### src/rtl/fwd_pkg.sv
package fwd_pkg;

    // Number of ALU operands resolved by the unit
    localparam int NOPND = 2;

    // Operand source encoding
    typedef enum logic [1:0] {
        SEL_RF  = 2'b00,
        SEL_WB  = 2'b01,
        SEL_MEM = 2'b10
    } fwd_sel_e;

    // Younger producer has priority over the older one
    function automatic fwd_sel_e pick_source(input logic mem_hit, input logic wb_hit);
        if (mem_hit)
            return SEL_MEM;
        else if (wb_hit)
            return SEL_WB;
        else
            return SEL_RF;
    endfunction

endpackage

### src/rtl/fwd_match.sv
module fwd_match #(
    parameter int REG_W = 5
) (
    input  logic [REG_W-1:0] src,
    input  logic             wr,
    input  logic [REG_W-1:0] dst,
    output logic             hit
);
    logic dst_live;

    // Register 0 is constant zero and never a real producer
    assign dst_live = wr && (dst != '0);
    assign hit      = dst_live && (dst == src);
endmodule

### src/rtl/fwd_pick.sv
module fwd_pick
    import fwd_pkg::*;
(
    input  logic     mem_hit,
    input  logic     wb_hit,
    output fwd_sel_e sel
);
    always_comb begin
        sel = pick_source(mem_hit, wb_hit);
    end
endmodule

### src/rtl/fwd_opmux.sv
module fwd_opmux
    import fwd_pkg::*;
#(
    parameter int DATA_W = 32
) (
    input  fwd_sel_e          sel,
    input  logic [DATA_W-1:0] rf_val,
    input  logic [DATA_W-1:0] mem_val,
    input  logic [DATA_W-1:0] wb_val,
    output logic [DATA_W-1:0] y
);
    always_comb begin
        unique case (sel)
            SEL_MEM: y = mem_val;
            SEL_WB:  y = wb_val;
            default: y = rf_val;
        endcase
    end
endmodule

### src/rtl/ex_bypass_unit.sv
module ex_bypass_unit
    import fwd_pkg::*;
#(
    parameter int REG_W  = 5,
    parameter int DATA_W = 32
) (
    input  logic [REG_W-1:0]  src_a,
    input  logic [REG_W-1:0]  src_b,
    input  logic              mem_wr,
    input  logic [REG_W-1:0]  mem_rd,
    input  logic              wb_wr,
    input  logic [REG_W-1:0]  wb_rd,
    input  logic [DATA_W-1:0] rf_a,
    input  logic [DATA_W-1:0] rf_b,
    input  logic [DATA_W-1:0] mem_res,
    input  logic [DATA_W-1:0] wb_res,
    output logic [1:0]        sel_a,
    output logic [1:0]        sel_b,
    output logic [DATA_W-1:0] opnd_a,
    output logic [DATA_W-1:0] opnd_b
);
    logic [REG_W-1:0]  src_v  [NOPND];
    logic [DATA_W-1:0] rf_v   [NOPND];
    logic [DATA_W-1:0] opnd_v [NOPND];
    fwd_sel_e          sel_v  [NOPND];
    logic              mem_hit[NOPND];
    logic              wb_hit [NOPND];

    assign src_v[0] = src_a;
    assign src_v[1] = src_b;
    assign rf_v[0]  = rf_a;
    assign rf_v[1]  = rf_b;

    // One identical, independent lane per ALU operand
    for (genvar g = 0; g < NOPND; g++) begin : g_lane
        fwd_match #(.REG_W(REG_W)) u_mem_cmp (
            .src (src_v[g]),
            .wr  (mem_wr),
            .dst (mem_rd),
            .hit (mem_hit[g])
        );

        fwd_match #(.REG_W(REG_W)) u_wb_cmp (
            .src (src_v[g]),
            .wr  (wb_wr),
            .dst (wb_rd),
            .hit (wb_hit[g])
        );

        fwd_pick u_pick (
            .mem_hit (mem_hit[g]),
            .wb_hit  (wb_hit[g]),
            .sel     (sel_v[g])
        );

        fwd_opmux #(.DATA_W(DATA_W)) u_mux (
            .sel     (sel_v[g]),
            .rf_val  (rf_v[g]),
            .mem_val (mem_res),
            .wb_val  (wb_res),
            .y       (opnd_v[g])
        );
    end

    assign sel_a  = sel_v[0];
    assign sel_b  = sel_v[1];
    assign opnd_a = opnd_v[0];
    assign opnd_b = opnd_v[1];
endmodule

### config.mk
export PLATFORM = sky130hd
export DESIGN_NAME = ex_bypass_unit
export DESIGN_NICKNAME = d
export VERILOG_FILES = /design/src/rtl/fwd_pkg.sv /design/src/rtl/fwd_match.sv /design/src/rtl/fwd_pick.sv /design/src/rtl/fwd_opmux.sv /design/src/rtl/ex_bypass_unit.sv
export SDC_FILE = /design/constraint.sdc
export NUM_CORES = 1
export LEC_CHECK = 0
export BUFFER_PORTS_ARGS = -buffer_cell sky130_fd_sc_hd__buf_2
export CAP_MARGIN = 20
export CORE_MARGIN = 3
export CORE_UTILIZATION = 30
export DETAILED_ROUTE_END_ITERATION = 10
export PLACE_DENSITY = 0.65
export SLEW_MARGIN = 40
export SYNTH_ARGS = -nofsm -noshare
export SYNTH_HDL_FRONTEND = slang
export SYNTH_SLANG_ARGS = --single-unit
### constraint.sdc
create_clock -name vclk -period 2.5
set_clock_uncertainty 0.15 [all_clocks]
set_input_delay 0.5 -clock vclk [all_inputs]
set_output_delay 0.5 -clock vclk [all_outputs]
set_load 0.05 [all_outputs]
-- After elaboration in Yosys (flattened, before gate mapping)
Index checks and enable logic that the tools add are counted.
- word-level logic and storage cells: 22
- flip-flop bits (word level): 0
- reduce and logical (&&, ||, !) cells: 8
- eq/ne operators: 8
- multiplexer cells: 6
- operator list (cell ; count):
    $pmux W32 S2 ; 2
    $eq A5 B5 Y1 ; 4
    $reduce_bool A5 Y1 ; 2
    $logic_and A1 B1 Y1 ; 6
    $eq A2 B1 Y1 const B ; 2
    $eq A2 B2 Y1 const B ; 2
    $mux W2 ; 2
    $mux W1 ; 2

-- Depth between registers and ports, before layout
- depth in word-level cells: 7
- depth in mapped cells: 7
- gate-level depth less buffers: 5

-- By module
Synthesis repeated with hierarchy kept, for this count alone.
- cells, all modules: 270
- area, all modules: 1621.6 um^2
- modules (own cells, without submodules) (module ; instances ; area each (um^2) ; cells each ; seq. area each (um^2)):
    fwd_opmux ; 2 ; 636.9 ; 113 ; 0.0
    fwd_match ; 4 ; 76.3 ; 10 ; 0.0
    fwd_pick ; 2 ; 21.3 ; 2 ; 0.0

-- Worst setup path before layout
Ideal clock, no wire load.
- path type: in2out
- start point: input port mem_rd[4]
- end point: output port sel_a[0]
- setup slack: -1218 ps
- stages on the path: 6
- arrival: 3068 ps
- buffers on the path: 1
- cells stage by stage: or4_4 -> o211ai_2 -> or2_1 -> buf_2 -> inv_2 -> nor4_1
- longest elaborated chain between the ends: 4
- elaborated cells between the ends (all ways): 5
- RTL lines (what ; line ; text):
    start: declaration ; ex_bypass_unit.sv:10 ; input logic [REG_W-1:0] mem_rd,
    $reduce_bool A5 Y1 ; fwd_match.sv:12 ; assign dst_live = wr && (dst != '0);
    $logic_and A1 B1 Y1 ; fwd_match.sv:12 ;
    $logic_and A1 B1 Y1 (*) ; fwd_match.sv:13 ; assign hit = dst_live && (dst == src);
    named net g_lane[0].u_mem_cmp.hit ; fwd_match.sv:7 ; output logic hit
    $mux W2 (*) ; fwd_pkg.sv:15 ; if (mem_hit)
    end: declaration ; ex_bypass_unit.sv:17 ; output logic [1:0] sel_a,
Mark *: on every way through the listed nets, which the timed path passes. The rest lies on a longest branch.

-- Worst setup path after layout
- start point: input port mem_rd[0]
- end point: output port opnd_b[26]
- longest elaborated chain between the ends: 6
- elaborated cells between the ends (all ways): 8
- RTL lines (what ; line ; text):
    $reduce_bool A5 Y1 ; fwd_match.sv:12 ;
    $logic_and A1 B1 Y1 ; fwd_match.sv:12 ;
    $logic_and A1 B1 Y1 (*) ; fwd_match.sv:13 ;
    $mux W2 (*) ; fwd_pkg.sv:15 ;
    $eq A2 B1 Y1 / $eq A2 B2 Y1 (equally long branches) ; fwd_opmux.sv:13 ; unique case (sel)
    $pmux W32 S2 (*) ; fwd_opmux.sv:13 ;
    end: declaration ; ex_bypass_unit.sv:20 ; output logic [DATA_W-1:0] opnd_b
Every way passes the cells marked *; elsewhere a longest branch is shown, timed or not.

==> run metrics <==
Final Cycle Share 118%; unrepaired setup endpoints after global routing true; Area Overhead vs Synth 190%; syn nets 543; FF+latch count 0; post-DR vias/cell 7.07; Post-Layout Inst Area 0.00683 mm^2; largest net degree at the start of global routing 32; 1st-pass router iterations 5; total wire length 21.3 mm; Pleak 2.63 nW; hold path depth 4; first-pass GRT wire length 27.4 mm; final hold vios 0; share of cells above drive strength 1 77.7%; GR Util All Layers 39.0%; Power Internal 0.000688 W; Post-route DRC 0; Power Density 247 mW/mm^2; WS Path Type primary input to output pin; Buf+Inv Stages, Crit Path 4; Final HPWL DP 10.6 mm; clkbuf count 0; met2 Usage GRT 70.2%; most frequent cells in the layout buf_2, buf_6, a31oi_4, buf_4, nor3_1; vias 5285; total chip power 0.00169 W; Slew Viols, Final 0; Gate power share 100.0%; data arrival time of the worst path 2.30 ns; Max Cap Viol 0; Final setup viols 68; Syn Inst Count 393; WHS Endpoint opnd_b[7]; Area after DPL 0.00514 mm^2; number of warnings issued by yosys 0; fmax 339 MHz; endpoint class of the critical path output pin; placer congestion estimate 0.935; Die Area 0.00896 mm^2; Place WS -0.430 ns; die width 94.6 um; Storage cell area 0 um^2; CP cell instances buf_2 > or4_4 > o211ai_4 > buf_6 > buf_12 > nor3_2 > a31oi_4 > buf_6; Std-Cell Rows 31; PnR worst setup slack -0.452 ns; Max rail drop VDD 0.000179 V; crit path max fanout 8; relative slew slack 58.4%; status complete, but fails checks; worst-margin pin slew 0.620 ns; Clock Power Share 0%; IO Count 218; Non-Filler Instances 747; vias in the first global route 5277; Final #Nets 797; Seq/Total Area, Yosys 0%; Reg power frac 0%; Avg Cell Area, Syn 6.00 um^2; CP required 1.85 ns; min-delay src rf_b[7]; commonest non-fill, non-tap cell in the layout buf_2; delay-heaviest family, CP buffers and inverters; Antenna Nets Post-Route 0; met3 GRT Util 9.08%; CP peak stage delay 0.56 ns; # hold bufs at CTS 0; WL/cell 28.5 um; initial antenna violation count 3; GR Util met1 41.5%; Psw 0.000999 W; Critical Path Source mem_rd[0]; Worst path slowest cell or4_4; CP dominant cell by count buf_6; gr ovfl total 0; Switching Share 59.2%; I/O Buffers 218; Initial Util 31.7%; CP Launch Type primary input; worst hold slack 1.25 ns; Core ar. 0.00745 mm^2; Die Span Y 94.6 um; Cells after DPL 718; fin crit period 2.95 ns; synthesized cell area 0.00236 mm^2; Hold Crit Class primary input to output pin; First DRT Iteration DRCs 478; failing checks negative setup slack; Netlist cell types 26; Filler cells 282; GR peak layer met2
==> power by group through the flow <==
| stage | sequential, W | combinational, W | clock, W |
|---|---|---|---|
| 6_report | 0 | 0.00169 | 0.000000000161 |
| 5_1_grt | 0 | 0.00173 | 0.000000000107 |
| 4_1_cts | 0 | 0.00154 | 0 |
| 3_5_place_dp | 0 | 0.00123 | 0 |
| 3_3_place_gp | 0 | 0.00122 | 0 |
| 2_1_floorplan | 0 | 0.000768 | 0 |
==> worst max-delay path by stage <==
stage / slack (ns) / cells after the start / to
after floorplan: -0.37 / 6 / sel_a[0]
after global placement: -0.42 / 7 / opnd_a[14]
after detailed placement: -0.43 / 7 / opnd_a[14]
after CTS: -0.34 / 8 / sel_b[0]
after global routing: -0.65 / 8 / opnd_b[22]
final: -0.45 / 8 / opnd_b[26]
==> stage by stage <==
step / TNS, ns / utilization [%]
detailed placement: -24.76 / 69.1
floorplan: -13.25 / -
finish: -23.86 / 91.7
global route: -29.36 / 91.7
CTS: -18.44 / 87.8
global placement: -24.76 / 69.1
==> synth_stat cells, drive strengths merged (3+ instances only) <==
cell type / n / area share, %
buf: 25 / 5.3
xor2: 5 / 1.9
nand4: 34 / 9.0
o31ai: 63 / 20
or2: 3 / 0.80
a31oi: 63 / 17
xnor2: 15 / 5.6
nor4: 4 / 1.3
inv: 35 / 5.6
clkbuf: 39 / 6.2
nor3: 64 / 14
or4: 32 / 10
==> repair_timing <==
| action | CTS | global route |
|---|---|---|
| pin swaps | 24 | 28 |
| cloned | 11 | 0 |
| hold endpoints to repair | 0 | 0 |
| endpoints found under the setup margin | 68 | 68 |
| buffers inserted | 14 | 3 |
| resized for setup | 237 | 52 |
==> final cells by class <==
type	instances	area (um^2)	share of cell area (%)
multi-input combinational	294	3710	54.4
inverter	35	139	2.03
antenna	3	7.51	0.110
timing repair buffer	316	2850	41.7
tap	99	124	1.81
==> cell families (layout without fill, tap and decap cells) <==
kind of cell | count (synthesis) | count (layout) | synth area share (%)
other | 0 | 3 | 0
buffers and inverters | 99 | 351 | 17.1
xor gates and xnor gates | 20 | 20 | 7.43
AOI/OAI and AO/OA | 132 | 132 | 39.3
and+or+nand+nor | 142 | 142 | 36.1
==> layer usage <==
layer	wire, um	vias to the layer above
met5	0	-
met4	1950	0
met3	2530	203
met2	9880	529
met1	6960	2477
li1	-	2076
(Power assumes the default switching activity.)
